<file path="src/rtl/lxs_pkg.sv">
package lxs_pkg;
  typedef enum logic [1:0] {
    ST_IDLE  = 2'd0,
    ST_WRITE = 2'd1,
    ST_READ  = 2'd2,
    ST_DONE  = 2'd3
  } xfer_state_e;

  localparam logic [1:0] OP_NONE    = 2'b00;
  localparam logic [1:0] OP_READ    = 2'b01;
  localparam logic [1:0] OP_WRITE   = 2'b10;
  localparam logic [1:0] OP_WB_FILL = 2'b11;
endpackage

</file>
<file path="src/rtl/lxs_beat_counter.sv">
module lxs_beat_counter #(
  parameter int NB    = 4,
  parameter int CNT_W = 2
) (
  input  logic             clk,
  input  logic             rst_n,
  input  logic             step,
  output logic [CNT_W-1:0] cnt,
  output logic             last
);
  logic [CNT_W-1:0] cnt_d;

  assign last = (cnt == CNT_W'(NB - 1));

  always_comb begin
    cnt_d = cnt;
    if (step) cnt_d = last ? '0 : cnt + 1'b1;
  end

  always_ff @(posedge clk or negedge rst_n) begin
    if (!rst_n)    cnt <= '0;
    else if (step) cnt <= cnt_d;
  end
endmodule

</file>
<file path="src/rtl/lxs_ctrl.sv">
module lxs_ctrl
  import lxs_pkg::*;
(
  input  logic        clk,
  input  logic        rst_n,
  input  logic        req_valid,
  input  logic [1:0]  req_op,
  input  logic        mem_ready,
  input  logic        last_beat,
  output xfer_state_e state,
  output logic        accept,
  output logic        beat_fire
);
  xfer_state_e state_d;
  logic [1:0]  op_q;

  assign accept    = (state == ST_IDLE) && req_valid && (req_op != OP_NONE);
  assign beat_fire = ((state == ST_WRITE) || (state == ST_READ)) && mem_ready;

  always_comb begin
    state_d = state;
    unique case (state)
      ST_IDLE:  if (accept) state_d = req_op[1] ? ST_WRITE : ST_READ;
      ST_WRITE: if (beat_fire && last_beat) state_d = op_q[0] ? ST_READ : ST_DONE;
      ST_READ:  if (beat_fire && last_beat) state_d = ST_DONE;
      ST_DONE:  state_d = ST_IDLE;
      default:  state_d = ST_IDLE;
    endcase
  end

  always_ff @(posedge clk or negedge rst_n) begin
    if (!rst_n) state <= ST_IDLE;
    else        state <= state_d;
  end

  always_ff @(posedge clk or negedge rst_n) begin
    if (!rst_n)      op_q <= OP_NONE;
    else if (accept) op_q <= req_op;
  end
endmodule

</file>
<file path="src/rtl/lxs_line_pack.sv">
module lxs_line_pack #(
  parameter int LINE_W = 512,
  parameter int BEAT_W = 128,
  parameter int NB     = 4,
  parameter int CNT_W  = 2
) (
  input  logic              clk,
  input  logic              rst_n,
  input  logic              load_line,
  input  logic [LINE_W-1:0] line_in,
  input  logic [CNT_W-1:0]  beat_idx,
  input  logic              capture,
  input  logic [BEAT_W-1:0] beat_rdata,
  output logic [BEAT_W-1:0] beat_wdata,
  output logic [LINE_W-1:0] line_out
);
  logic [BEAT_W-1:0] wslot_q [NB];
  logic [BEAT_W-1:0] rslot_q [NB];

  assign beat_wdata = wslot_q[beat_idx];

  for (genvar k = 0; k < NB; k++) begin : g_slot
    always_ff @(posedge clk or negedge rst_n) begin
      if (!rst_n)         wslot_q[k] <= '0;
      else if (load_line) wslot_q[k] <= line_in[k*BEAT_W +: BEAT_W];
    end

    always_ff @(posedge clk or negedge rst_n) begin
      if (!rst_n)                                     rslot_q[k] <= '0;
      else if (capture && (beat_idx == CNT_W'(k)))    rslot_q[k] <= beat_rdata;
    end

    assign line_out[k*BEAT_W +: BEAT_W] = rslot_q[k];
  end
endmodule

</file>
<file path="src/rtl/line_xfer_seq.sv">
module line_xfer_seq
  import lxs_pkg::*;
#(
  parameter int LINE_W = 512,
  parameter int BEAT_W = 128,
  parameter int ADDR_W = 26,
  localparam int NB    = LINE_W / BEAT_W,
  localparam int CNT_W = $clog2(NB),
  localparam int MA_W  = ADDR_W + CNT_W
) (
  input  logic              clk,
  input  logic              rst_n,
  input  logic              req_valid,
  input  logic [1:0]        req_op,
  input  logic [ADDR_W-1:0] req_wb_addr,
  input  logic [ADDR_W-1:0] req_fill_addr,
  input  logic [LINE_W-1:0] req_wdata,
  output logic              busy,
  output logic              done,
  output logic [LINE_W-1:0] rd_line,
  output logic              mem_valid,
  output logic              mem_we,
  output logic [MA_W-1:0]   mem_addr,
  output logic [BEAT_W-1:0] mem_wdata,
  input  logic              mem_ready,
  input  logic [BEAT_W-1:0] mem_rdata
);
  xfer_state_e      state;
  logic             accept;
  logic             beat_fire;
  logic             last_beat;
  logic [CNT_W-1:0] beat_idx;
  logic [ADDR_W-1:0] wb_addr_q;
  logic [ADDR_W-1:0] fill_addr_q;
  logic             rd_capture;

  lxs_ctrl u_ctrl (
    .clk       (clk),
    .rst_n     (rst_n),
    .req_valid (req_valid),
    .req_op    (req_op),
    .mem_ready (mem_ready),
    .last_beat (last_beat),
    .state     (state),
    .accept    (accept),
    .beat_fire (beat_fire)
  );

  lxs_beat_counter #(.NB(NB), .CNT_W(CNT_W)) u_cnt (
    .clk   (clk),
    .rst_n (rst_n),
    .step  (beat_fire),
    .cnt   (beat_idx),
    .last  (last_beat)
  );

  assign rd_capture = beat_fire && (state == ST_READ);

  lxs_line_pack #(.LINE_W(LINE_W), .BEAT_W(BEAT_W), .NB(NB), .CNT_W(CNT_W)) u_pack (
    .clk        (clk),
    .rst_n      (rst_n),
    .load_line  (accept),
    .line_in    (req_wdata),
    .beat_idx   (beat_idx),
    .capture    (rd_capture),
    .beat_rdata (mem_rdata),
    .beat_wdata (mem_wdata),
    .line_out   (rd_line)
  );

  always_ff @(posedge clk or negedge rst_n) begin
    if (!rst_n) begin
      wb_addr_q   <= '0;
      fill_addr_q <= '0;
    end else if (accept) begin
      wb_addr_q   <= req_wb_addr;
      fill_addr_q <= req_fill_addr;
    end
  end

  assign busy      = (state != ST_IDLE);
  assign done      = (state == ST_DONE);
  assign mem_valid = (state == ST_WRITE) || (state == ST_READ);
  assign mem_we    = (state == ST_WRITE);
  assign mem_addr  = {(mem_we ? wb_addr_q : fill_addr_q), beat_idx};
endmodule

</file>
<file path="config.mk">
export PLATFORM = sky130hd
export DESIGN_NAME = line_xfer_seq
export DESIGN_NICKNAME = d
export VERILOG_FILES = /design/src/rtl/lxs_pkg.sv /design/src/rtl/lxs_beat_counter.sv /design/src/rtl/lxs_ctrl.sv /design/src/rtl/lxs_line_pack.sv /design/src/rtl/line_xfer_seq.sv
export SDC_FILE = /design/constraint.sdc
export NUM_CORES = 1
export LEC_CHECK = 0
export ABC_CLOCK_PERIOD_IN_PS = 2480
export BUFFER_PORTS_ARGS = -buffer_cell sky130_fd_sc_hd__buf_4
export CORE_AREA = 3 3 531 533
export DETAILED_ROUTE_END_ITERATION = 12
export DIE_AREA = 0 0 534 536
export GPL_TIMING_DRIVEN = 0
export PLACE_DENSITY_LB_ADDON = 0.12
export SKIP_LAST_GASP = 1
export SLEW_MARGIN = 20
export SYNTH_ARGS = -nofsm -noshare
export SYNTH_HDL_FRONTEND = slang
export SYNTH_SLANG_ARGS = --single-unit
</file>
<file path="constraint.sdc">
create_clock -name clk -period 2.48 [get_ports clk]
set_input_delay 0.496 -clock clk [delete_from_list [all_inputs] [get_ports clk]]
set_output_delay 0.496 -clock clk [all_outputs]
set_load 0.05 [all_outputs]
</file>
==> results of run 1 <==
## critical path: stages (launching register included)
cell and delay (ns):
dfrtp_2 0.44, clkbuf_16 0.19, buf_16 0.17, buf_16 0.17, mux4_2 0.59, buf_6 0.20
## Yosys cell counts (all sizes together)
master,count,area share
nor3,1,0.00011
inv,5,0.00042
nor2b,1,0.00014
o211ai,1,0.00048
nand2,2,0.00017
mux4,128,0.065
a32o,1,0.00023
a22oi,1,0.00017
mux2,1103,0.28
dfrtp,1081,0.61
ha,9,0.0025
or2,1,0.00014
nand2b,1,0.00014
o31ai,1,0.00017
buf,140,0.034
mux2i,2,0.00045
a21o,1,0.00017
clkbuf,10,0.00085
o21ai,1,0.00011
nand3,6,0.00068
## kinds of logic after synthesis
family | count (synthesis) | share of synthesized area
muxes | 1233 | 0.347
and+or+nand+nor | 12 | 0.00139
adders and majority gates | 9 | 0.00255
buffers and inverters | 155 | 0.0355
AOI/OAI and AO/OA | 6 | 0.00133
DFF | 1081 | 0.612
## per-layer routing
| metal | up-vias | wire length (um) |
|---|---|---|
| met4 | 22 | 5110 |
| met5 | - | 138 |
| met1 | 16400 | 92800 |
| met2 | 1105 | 112000 |
| met3 | 271 | 19000 |
| li1 | 13800 | - |
## stage by stage
stage | utilization | hold slack [ns]
6_report | 0.264 | 0.123
5_1_grt | 0.264 | 0.0416
4_1_cts | 0.259 | 0.0134
3_5_place_dp | 0.214 | 0.358
3_3_place_gp | 0.213 | 0.482
2_1_floorplan | - | 0.200
## final timing paths
check / to / cells past startpoint / startpoint / slack [ns]
max in group asynchronous: u_pack.wslot_q[269] / 7 / rst_n / 0.19
setup reg to reg: u_pack.line_out[491] / 6 / u_ctrl.state[0] / 0.01
setup / recovery: mem_wdata[64] / 5 / u_cnt.cnt[0] / -0.58
hold reg to reg: u_pack.wslot_q[212] / 1 / u_pack.wslot_q[212] / 0.50
min in group asynchronous: u_pack.line_out[113] / 5 / rst_n / 0.64
hold / removal: u_pack.line_out[266] / 2 / mem_rdata[10] / 0.12
## layout by cell type (no fill, tap or decap), drive strengths merged
cell	count
clkbuf	251
mux2i	2
dfrtp	1081
ha	9
nand2	2
o21ai	1
mux2	1103
buf	1553
or2	1
nor3	1
a32o	1
mux4	128
clkdlybuf4s18	1
o211ai	1
a21o	1
inv	12
clkinv	15
nor2b	1
o31ai	1
a22oi	1
bufinv	2
nand2b	1
nand3	6
clkinvlp	1
dlygate4sd3	692
diode	51
## power breakdown
part           internal [mW]  switching, mW  leakage (nW)
Clock                   12.3           8.62          2.26
Sequential              26.6           4.95          13.0
Combinational           25.2           40.2          17.4
## registers in the layout (all words and copies together) (netlist names)
name and count:
fill_addr_q 26, u_ctrl.state 2, u_pack.line_out 512, u_pack.wslot_q 512
u_cnt.cnt 2, wb_addr_q 26, u_ctrl.op_q 1
## final cells by class
type / count / area share
buffer: 150 / 0.0309
clock buffer: 225 / 0.0592
inverter: 5 / 0.000256
tap: 3705 / 0.0633
clock inverter: 25 / 0.00393
multi-input combinational: 1260 / 0.214
timing repair buffer: 2122 / 0.257
sequential: 1081 / 0.369
antenna: 51 / 0.00174
## timing repair
| item | in CTS | in global routing |
|---|---|---|
| pin swaps | 0 | 1 |
| buffers inserted | 7 | 25 |
| cloned | 4 | 15 |
| endpoints found under the setup margin | 651 | 878 |
| endpoints found under the hold margin | 1311 | 0 |
| hold buffers | 695 | 0 |
| gates resized for setup | 160 | 265 |
==> reports/summary.txt, run 1 <==
Final HPWL DP - 178 mm
GRT met1 Usage - 0.186
total track usage - 0.153
antenna-violating nets left - 0
pin count of the biggest net entering global routing - 123
final setup TNS - -69.98 ns
Worst VDD drop - 894 uV
nets - 5474
Non-Filler Instances - 8624
Distinct cells, synth - 24
post-synthesis cell count - 2496
Critical Path End Type - primary output
Residual DRC - 0
DP Area - 59400 sq um
CORE AREA - 277000 sq um
Post-Synthesis Cell Area - 44200 sq um
initial antenna violation count - 88
H-tree depth - 4
Mapped Nets - 3203
share of layout cells above drive strength 1 - 0.622
number of instances in the placed design - 7580
GP Congestion - 0.828
Final Max Slew Viols - 0
flops & latches, synth - 1081
setup violators final - 154
Setup WS post-layout - -0.583 ns
full die area - 286000 sq um
1st-iter DRT viols - 1045
Max Cap Viol - 0
layout filler cell count - 29000
register area - 27100 sq um
Port Buffer Count - 1369
Synth Warn # - 0
grt ovf - 0
register area share after synthesis - 0.612
die width - 534 um
slew at the pin with the worst max-slew slack - 0.777 ns
routed len/inst - 26.6 um
Avg Cell Area, Syn - 17.7 sq um
Initial DRT Pass Iterations - 6
clock insertion delay at the later pin of the skew report - 0.80 ns
TritonCTS clock tree - done
Worst-path clk slew - 0.06 ns
clock skew - 0.0486 ns
Finished Cell Area - 73200 sq um
GRT busiest layer - met2
Final Hold Viols - 0
fmax - 326 MHz
critical path data required time - 1.98 ns
global-route wire length before repair - 305 mm
vias in the first global route - 34700
worst-path maximum fanout - 7
Hold Crit Class - in -> reg
grt met3 use - 0.0517
GRT met2 Usage - 0.261
PwrDens - 1610 nW/um^2
crit path DAT - 2.57 ns
total number of vias - 31600
status - complete, but fails checks
final worst path period share - 1.24
Sink Count - 1081
Worst Setup Start Kind - flop
I/O pin cnt - 1370
Crit Path Category - reg -> out
clock root cell - clkbuf_16
Die Ht - 536 um
setup slack at placement - -1.88 ns
Slew HR - 0.482
violated checks - setup timing
RSZ-0062 raised after global routing - true
vias per cell - 3.66
Post-Route WL - 229 mm
CTS Buffer Depth - 4
Tot Pwr - 118 mW
Initial Utilization - 0.159
CTS buffer count - 147
Core Rows - 193
Multi-input gate area - 15700 sq um
fin crit period - 3.06 ns
Lkg Pwr - 32.7 nW
Layout Area Growth over Synthesis - 65.8%
(Power assumes the default switching activity.)
==> run 2: changes to the inputs <==
--- a/config.mk
+++ b/config.mk
@@ -5,7 +5,7 @@
 export SDC_FILE = /design/constraint.sdc
 export NUM_CORES = 1
 export LEC_CHECK = 0
-export ABC_CLOCK_PERIOD_IN_PS = 2480
+export ABC_CLOCK_PERIOD_IN_PS = 3300
 export BUFFER_PORTS_ARGS = -buffer_cell sky130_fd_sc_hd__buf_4
 export CORE_AREA = 3 3 531 533
 export DETAILED_ROUTE_END_ITERATION = 12
==> constraint.sdc (replaced) <==
create_clock -name clk -period 3.3 [get_ports clk]
set_input_delay 0.66 -clock clk [delete_from_list [all_inputs] [get_ports clk]]
set_output_delay 0.66 -clock clk [all_outputs]
set_load 0.05 [all_outputs]
==> run 2 against run 1 <==
The run still ends with setup timing left. Core utilization fell by 1.8 points. Clock power fell by 22%. Via count fell by 5.3%. Hold slack got worse by 0.016 ns. Register-to-register slack improved by 0.27 ns. Critical endpoint is now mem_wdata[65]. Highest routed layer unchanged.
==> reports/summary.txt, run 2 (same netlist as run 1, synthesis figures left out) <==
R2R setup slack - 0.28 ns (+0.27 ns)
critical path data required time - 2.64 ns (+0.66 ns)
Tot Pwr - 88.4 mW (-25%)
Hold Crit Class - in -> reg
Final HPWL DP - 181 mm (+1.5%)
Crit path largest cell delay - 0.62 ns (+0.03 ns)
global-route wire length before repair - 306 mm (+0.26%)
Post-Route WL - 229 mm (about the same)
setup violators final - 17 (-89%)
clock skew - 0.0480 ns (-0.000521 ns)
Finished Cell Area - 68300 sq um (-6.7%)
GP Congestion - 0.797 (-3.7%)
full die area - 286000 sq um (unchanged)
nets - 5034 (-8.0%)
vias in the first global route - 33000 (-4.7%)
Buf/Inv on CP - 4 (unchanged)
fin crit period - 3.33 ns
RSZ-0062 raised after global routing - true
Die Ht - 536 um (unchanged)
Setup WS post-layout - -0.0301 ns (+0.553 ns)
slowest CP cell - mux4_2
register area - 27100 sq um (unchanged)
CORE AREA - 277000 sq um (unchanged)
Hold Crit Start - req_wdata[54]
Final Hold Viols - 0 (unchanged)
total track usage - 0.155 (+0.00232)
Lkg Pwr - 30.6 nW (-6.4%)
CTS Buffer Depth - 4 (unchanged)
crit path DAT - 2.67 ns (+0.10 ns)
Worst Hold Slack - 0.107 ns (-0.0162 ns)
Sink Count - 1081 (unchanged)
clock insertion delay at the later pin of the skew report - 0.80 ns (about the same)
clock root cell - clkbuf_16
Worst path most repeated cell - buf_16
status - complete, but fails checks
hold endpoint - u_pack.wslot_q[438]
CTS buffer count - 155 (+5.4%)
pin count of the biggest net entering global routing - 127 (+3.3%)
Critical Path End Type - primary output
die width - 534 um (unchanged)
Slew HR - 0.492 (+0.00992)
violated checks - setup timing
PwrDens - 1290 nW/um^2 (-20%)
I/O pin cnt - 1370 (unchanged)
Residual DRC - 0 (unchanged)
initial antenna violation count - 102 (+16%)
grt ovf - 0 (unchanged)
DP Area - 59400 sq um (about the same)
Multi-input gate area - 15600 sq um (-0.73%)
Port Buffer Count - 1369 (unchanged)
commonest non-fill, non-tap cell in the layout - buf_4
TritonCTS clock tree - done
layout filler cell count - 29200 (+0.77%)
routed len/inst - 28.1 um (+5.5%)
largest delay contributor family on the critical path - buffers and inverters
most frequent cells in the layout - 1290 x buf_4, 1096 x mux2_2, 1079 x dfrtp_1
Worst-path clk slew - 0.06 ns (about the same)
Crit Path Category - reg -> out
hold path cells - 2 (unchanged)
setup slack at placement - -1.62 ns (+0.259 ns)
Worst R2R End - u_pack.line_out[330]
antenna-violating nets left - 0 (unchanged)
R2R cell count - 10 (+4)
final core occ - 0.247 (-0.0177)
Core Rows - 193 (unchanged)
final worst path period share - 1.01
Max Cap Viol - 0 (unchanged)
total number of vias - 29900 (-5.3%)
Layout Area Growth over Synthesis - 54.7%
fmax - 300 MHz
vias per cell - 3.66 (-0.11%)
Final Max Slew Viols - 0 (unchanged)
Worst VDD drop - 627 uV (-30%)
share of layout cells above drive strength 1 - 0.677 (+0.0552)
Initial DRT Pass Iterations - 4 (-2)
worst r2r src - u_cnt.cnt[0]
worst-path maximum fanout - 6 (-1)
Cell Chain, Critical Path - clkbuf_16 > buf_16 > buf_16 > mux4_2 > buf_8
1st-iter DRT viols - 1055 (+0.96%)
slew at the pin with the worst max-slew slack - 0.762 ns (-0.0149 ns)
Worst Setup Start Kind - flop
Initial Utilization - 0.159 (unchanged)
H-tree depth - 4 (unchanged)
-- run 2: cell types whose count changed in the layout (fill, tap and decap cells not counted), moves of 17 or more --
cell           change
buf_2             +40
mux2_2            +17
diode_2           -17
dlygate4sd3_1    -421
mux2_4            -17
buf_8             -19
-- run 2: worst max-delay path by stage --
| stage | from | endpoint | slack, ns | cells past startpoint |
|---|---|---|---|---|
| 5_1_grt | u_cnt.cnt[0] | mem_wdata[65] | -0.17 | 5 |
| 6_report | u_cnt.cnt[0] | mem_wdata[65] | -0.03 | 5 |
| 3_3_place_gp | rst_n | u_pack.wslot_q[4] | -14.08 | 1 |
| 3_5_place_dp | u_cnt.cnt[1] | u_pack.line_out[162] | -1.62 | 8 |
| 2_1_floorplan | u_ctrl.state[1] | mem_addr[10] | 0.60 | 5 |
| 4_1_cts | u_cnt.cnt[0] | mem_wdata[65] | -0.26 | 5 |
-- run 2: final cells by class --
cell class	instances	area share
Buffer	146	0.0272
Sequential cell	1081	0.396
Multi-Input combinational cell	1260	0.228
Inverter	5	0.000275
Tap cell	3705	0.0679
Clock inverter	29	0.00441
Clock buffer	238	0.0665
Timing Repair Buffer	1678	0.208
Antenna cell	34	0.00125
-- run 2: power by group --
group / internal, mW / total (mW) / switching [mW] / leakage [nW]
clock: 9.70 / 16.3 / 6.63 / 2.37
combinational: 18.1 / 48.2 / 30.1 / 15.2
sequential: 20.0 / 23.8 / 3.83 / 13.0
-- run 2: per-stage QoR --
step / std cells / TNS, ns
CTS: 8146 / -23.06
global route: 8155 / -11.12
floorplan: 2496 / 0
global placement: 7570 / -
detailed placement: 7580 / -492.13
finish: 8176 / -0.190
-- run 2: what timing repair did --
item                                    CTS  global route
resized for setup                       241            24
gates cloned                              7             1
hold buffers                            272             0
setup buffers                            20             2
endpoints found under the setup margin  625           246
endpoints found under the hold margin   347             0
-- run 2: metal layers --
| metal | vias to the layer above | global-route usage | share of wire |
|---|---|---|---|
| met5 | - | 0 | 0.0012 |
| met4 | 42 | 0.0372 | 0.023 |
| met3 | 293 | 0.0668 | 0.099 |
| met2 | 1146 | 0.263 | 0.49 |
| met1 | 15500 | 0.180 | 0.39 |
| li1 | 12900 | - | - |
==> run 3: changes to the inputs <==
--- a/config.mk
+++ b/config.mk
@@ -7,9 +7,9 @@
 export LEC_CHECK = 0
 export ABC_CLOCK_PERIOD_IN_PS = 3300
 export BUFFER_PORTS_ARGS = -buffer_cell sky130_fd_sc_hd__buf_4
-export CORE_AREA = 3 3 531 533
+export CORE_AREA = 2 2 530 532
 export DETAILED_ROUTE_END_ITERATION = 12
-export DIE_AREA = 0 0 534 536
+export DIE_AREA = 0 0 532 534
 export GPL_TIMING_DRIVEN = 0
 export PLACE_DENSITY_LB_ADDON = 0.12
 export SKIP_LAST_GASP = 1
@@ -17,3 +17,4 @@
 export SYNTH_ARGS = -nofsm -noshare
 export SYNTH_HDL_FRONTEND = slang
 export SYNTH_SLANG_ARGS = --single-unit
+export TNS_END_PERCENT = 5
==> run 3 against run 2 <==
The run still ends with setup timing left. Die area is 0.75% lower. Setup slack better by 0.015 ns. Combinational power is 4% lower. Total power is 2.3% lower. Design area is 1.3% lower. Largest cell class unchanged. Critical endpoint is now mem_wdata[76]. Largest power group unchanged. Critical path depth stayed put. Global-route usage is 0.21 points lower. Hold slack worse by 0.0038 ns. Clock skew is 0.014 ns lower.
==> reports/summary.txt, run 3 (same netlist as run 1, synthesis figures left out) <==
share of layout cells above drive strength 1 - 0.682 (+0.00448)
PwrDens - 1280 nW/um^2 (-1.0%)
antenna-violating nets left - 0 (unchanged)
Final HPWL DP - 175 mm (-2.9%)
H-tree depth - 4 (unchanged)
Seq pwr share - 0.274 (+0.005)
fin crit period - 3.32 ns (-0.0147 ns)
Lkg Pwr - 30.3 nW (-1.1%)
global-route wire length before repair - 301 mm (-1.7%)
nets - 5003 (-0.62%)
I/O pin cnt - 1370 (unchanged)
DP Area - 59500 sq um (+0.11%)
CORE AREA - 278000 sq um (+0.52%)
CTS Buffer Depth - 4 (unchanged)
TritonCTS clock tree - done
clock network power share - 0.188 (+0.003)
critical path data required time - 2.64 ns (about the same)
initial antenna violation count - 95 (-6.9%)
number of instances in the placed design - 7601 (+0.28%)
Die Ht - 534 um (-0.37%)
final core occ - 0.242 (-0.00453)
Initial DRT Pass Iterations - 4 (unchanged)
full die area - 284000 sq um (-0.75%)
pin count of the biggest net entering global routing - 126 (-0.79%)
clock insertion delay at the later pin of the skew report - 0.82 ns (+0.02 ns)
setup slack at placement - -1.87 ns (-0.250 ns)
Cell Chain, Critical Path - clkbuf_16 > buf_16 > buf_12 > mux4_2 > buf_4
logic gate share of total power - 0.538 (-0.008)
Crit path largest cell delay - 0.59 ns (-0.03 ns)
Layout Area Growth over Synthesis - 52.6%
grt ovf - 0 (unchanged)
most frequent cells in the layout - 1373 x buf_4, 1100 x mux2_2, 1079 x dfrtp_1
fmax - 302 MHz (+0.44%)
Worst-path clk slew - 0.06 ns (about the same)
Worst Hold Slack - 0.103 ns (-0.00377 ns)
clock root cell - clkbuf_16
worst-path maximum fanout - 10 (+4)
largest delay contributor family on the critical path - buffers and inverters
Hold Crit Class - in -> reg
Core Rows - 194 (+0.52%)
clock skew - 0.0344 ns (-0.0137 ns)
routed len/inst - 27.4 um (-2.4%)
Residual DRC - 0 (unchanged)
total track usage - 0.153 (-0.00207)
Initial Utilization - 0.159 (-0.000822)
slew at the pin with the worst max-slew slack - 0.791 ns (+0.0292 ns)
Port Buffer Count - 1369 (unchanged)
layout filler cell count - 29400 (+0.67%)
Critical Path End Type - primary output
Max Cap Viol - 0 (unchanged)
commonest non-fill, non-tap cell in the layout - buf_4
Post-Route WL - 223 mm (-2.6%)
Setup WS post-layout - -0.0154 ns (+0.0147 ns)
violated checks - setup timing
Sw Pwr - 39.8 mW (-1.8%)
vias per cell - 3.66 (+0.13%)
Pint - 46.5 mW (-2.7%)
Sink Count - 1081 (unchanged)
total number of vias - 29900 (-0.12%)
Worst VDD drop - 566 uV (-9.8%)
crit path DAT - 2.66 ns (about the same)
Crit Path Category - reg -> out
slowest CP cell - mux4_2
Final Max Slew Viols - 0 (unchanged)
RSZ-0062 raised after global routing - true
Worst Setup Start Kind - flop
vias in the first global route - 32700 (-0.94%)
Finished Cell Area - 67400 sq um (-1.3%)
final worst path period share - 1.00 (-0.00446)
CTS buffer count - 152 (-1.9%)
die width - 532 um (-0.37%)
Slew HR - 0.473 (-0.0195)
switching share of power - 0.461 (+0.00229)
setup violators final - 9 (-8)
Buf/Inv on CP - 4 (unchanged)
Final Hold Viols - 0 (unchanged)
1st-iter DRT viols - 1000 (-5.2%)
status - complete, but fails checks
Non-Filler Instances - 8156 (-0.24%)
GP Congestion - 0.797 (about the same)
run 3: layout make-up:
type / instances / area [sq um] / area share
Timing Repair Buffer: 1646 / 13400 / 0.198
Buffer: 150 / 1850 / 0.0274
Sequential cell: 1081 / 27100 / 0.401
Multi-Input combinational cell: 1260 / 15600 / 0.231
Antenna cell: 30 / 75.1 / 0.00111
Clock inverter: 31 / 270 / 0.00401
Clock buffer: 229 / 4560 / 0.0676
Inverter: 5 / 18.8 / 0.000278
Tap cell: 3724 / 4660 / 0.0691
run 3: path summary, 6_finish.rpt:
check / cells after the start / endpoint / startpoint / slack [ns]
worst max-delay path: 5 / mem_wdata[76] / u_cnt.cnt[0] / -0.02
worst min-delay path: 2 / u_pack.wslot_q[56] / req_wdata[440] / 0.10
worst max register to register: 9 / u_pack.line_out[287] / u_cnt.cnt[0] / 0.18
worst min register to register: 1 / fill_addr_q[0] / fill_addr_q[0] / 0.50
max in group asynchronous: 6 / u_pack.line_out[370] / rst_n / 0.22
min in group asynchronous: 2 / u_pack.wslot_q[381] / rst_n / 0.41
run 3: what timing repair did:
| action | CTS | global route |
|---|---|---|
| gates resized for setup | 104 | 20 |
| buffers inserted | 5 | 1 |
| gates cloned | 2 | 0 |
| hold buffers | 257 | 0 |
| setup endpoints to repair | 537 | 246 |
| hold endpoints to repair | 301 | 0 |
run 3: per-stage QoR:
stage,TNS (ns),total power [mW]
after floorplan,0,52.8
after global placement,-,70.0
final,-0.0664,86.3
after CTS,-23.28,88.2
after detailed placement,-437.36,70.3
after global routing,-16.04,90.4
run 3: power by group through the flow:
stage          logic, mW  registers, mW  clock network, mW
2_1_floorplan       19.1           33.6                  0
4_1_cts             47.4           23.8               17.0
6_report            46.4           23.7               16.3
3_3_place_gp        46.2           23.8                  0
3_5_place_dp        46.4           23.9                  0
5_1_grt             48.4           24.5               17.5
run 3: per-layer routing:
layer	vias up	routed length, um	share of wire	global-route usage
met4	46	4490	0.020	0.0321
met5	-	295	0.0013	0
met1	15700	90000	0.40	0.182
met2	1061	109000	0.49	0.261
met3	276	19400	0.087	0.0592
li1	12800	-	-	-
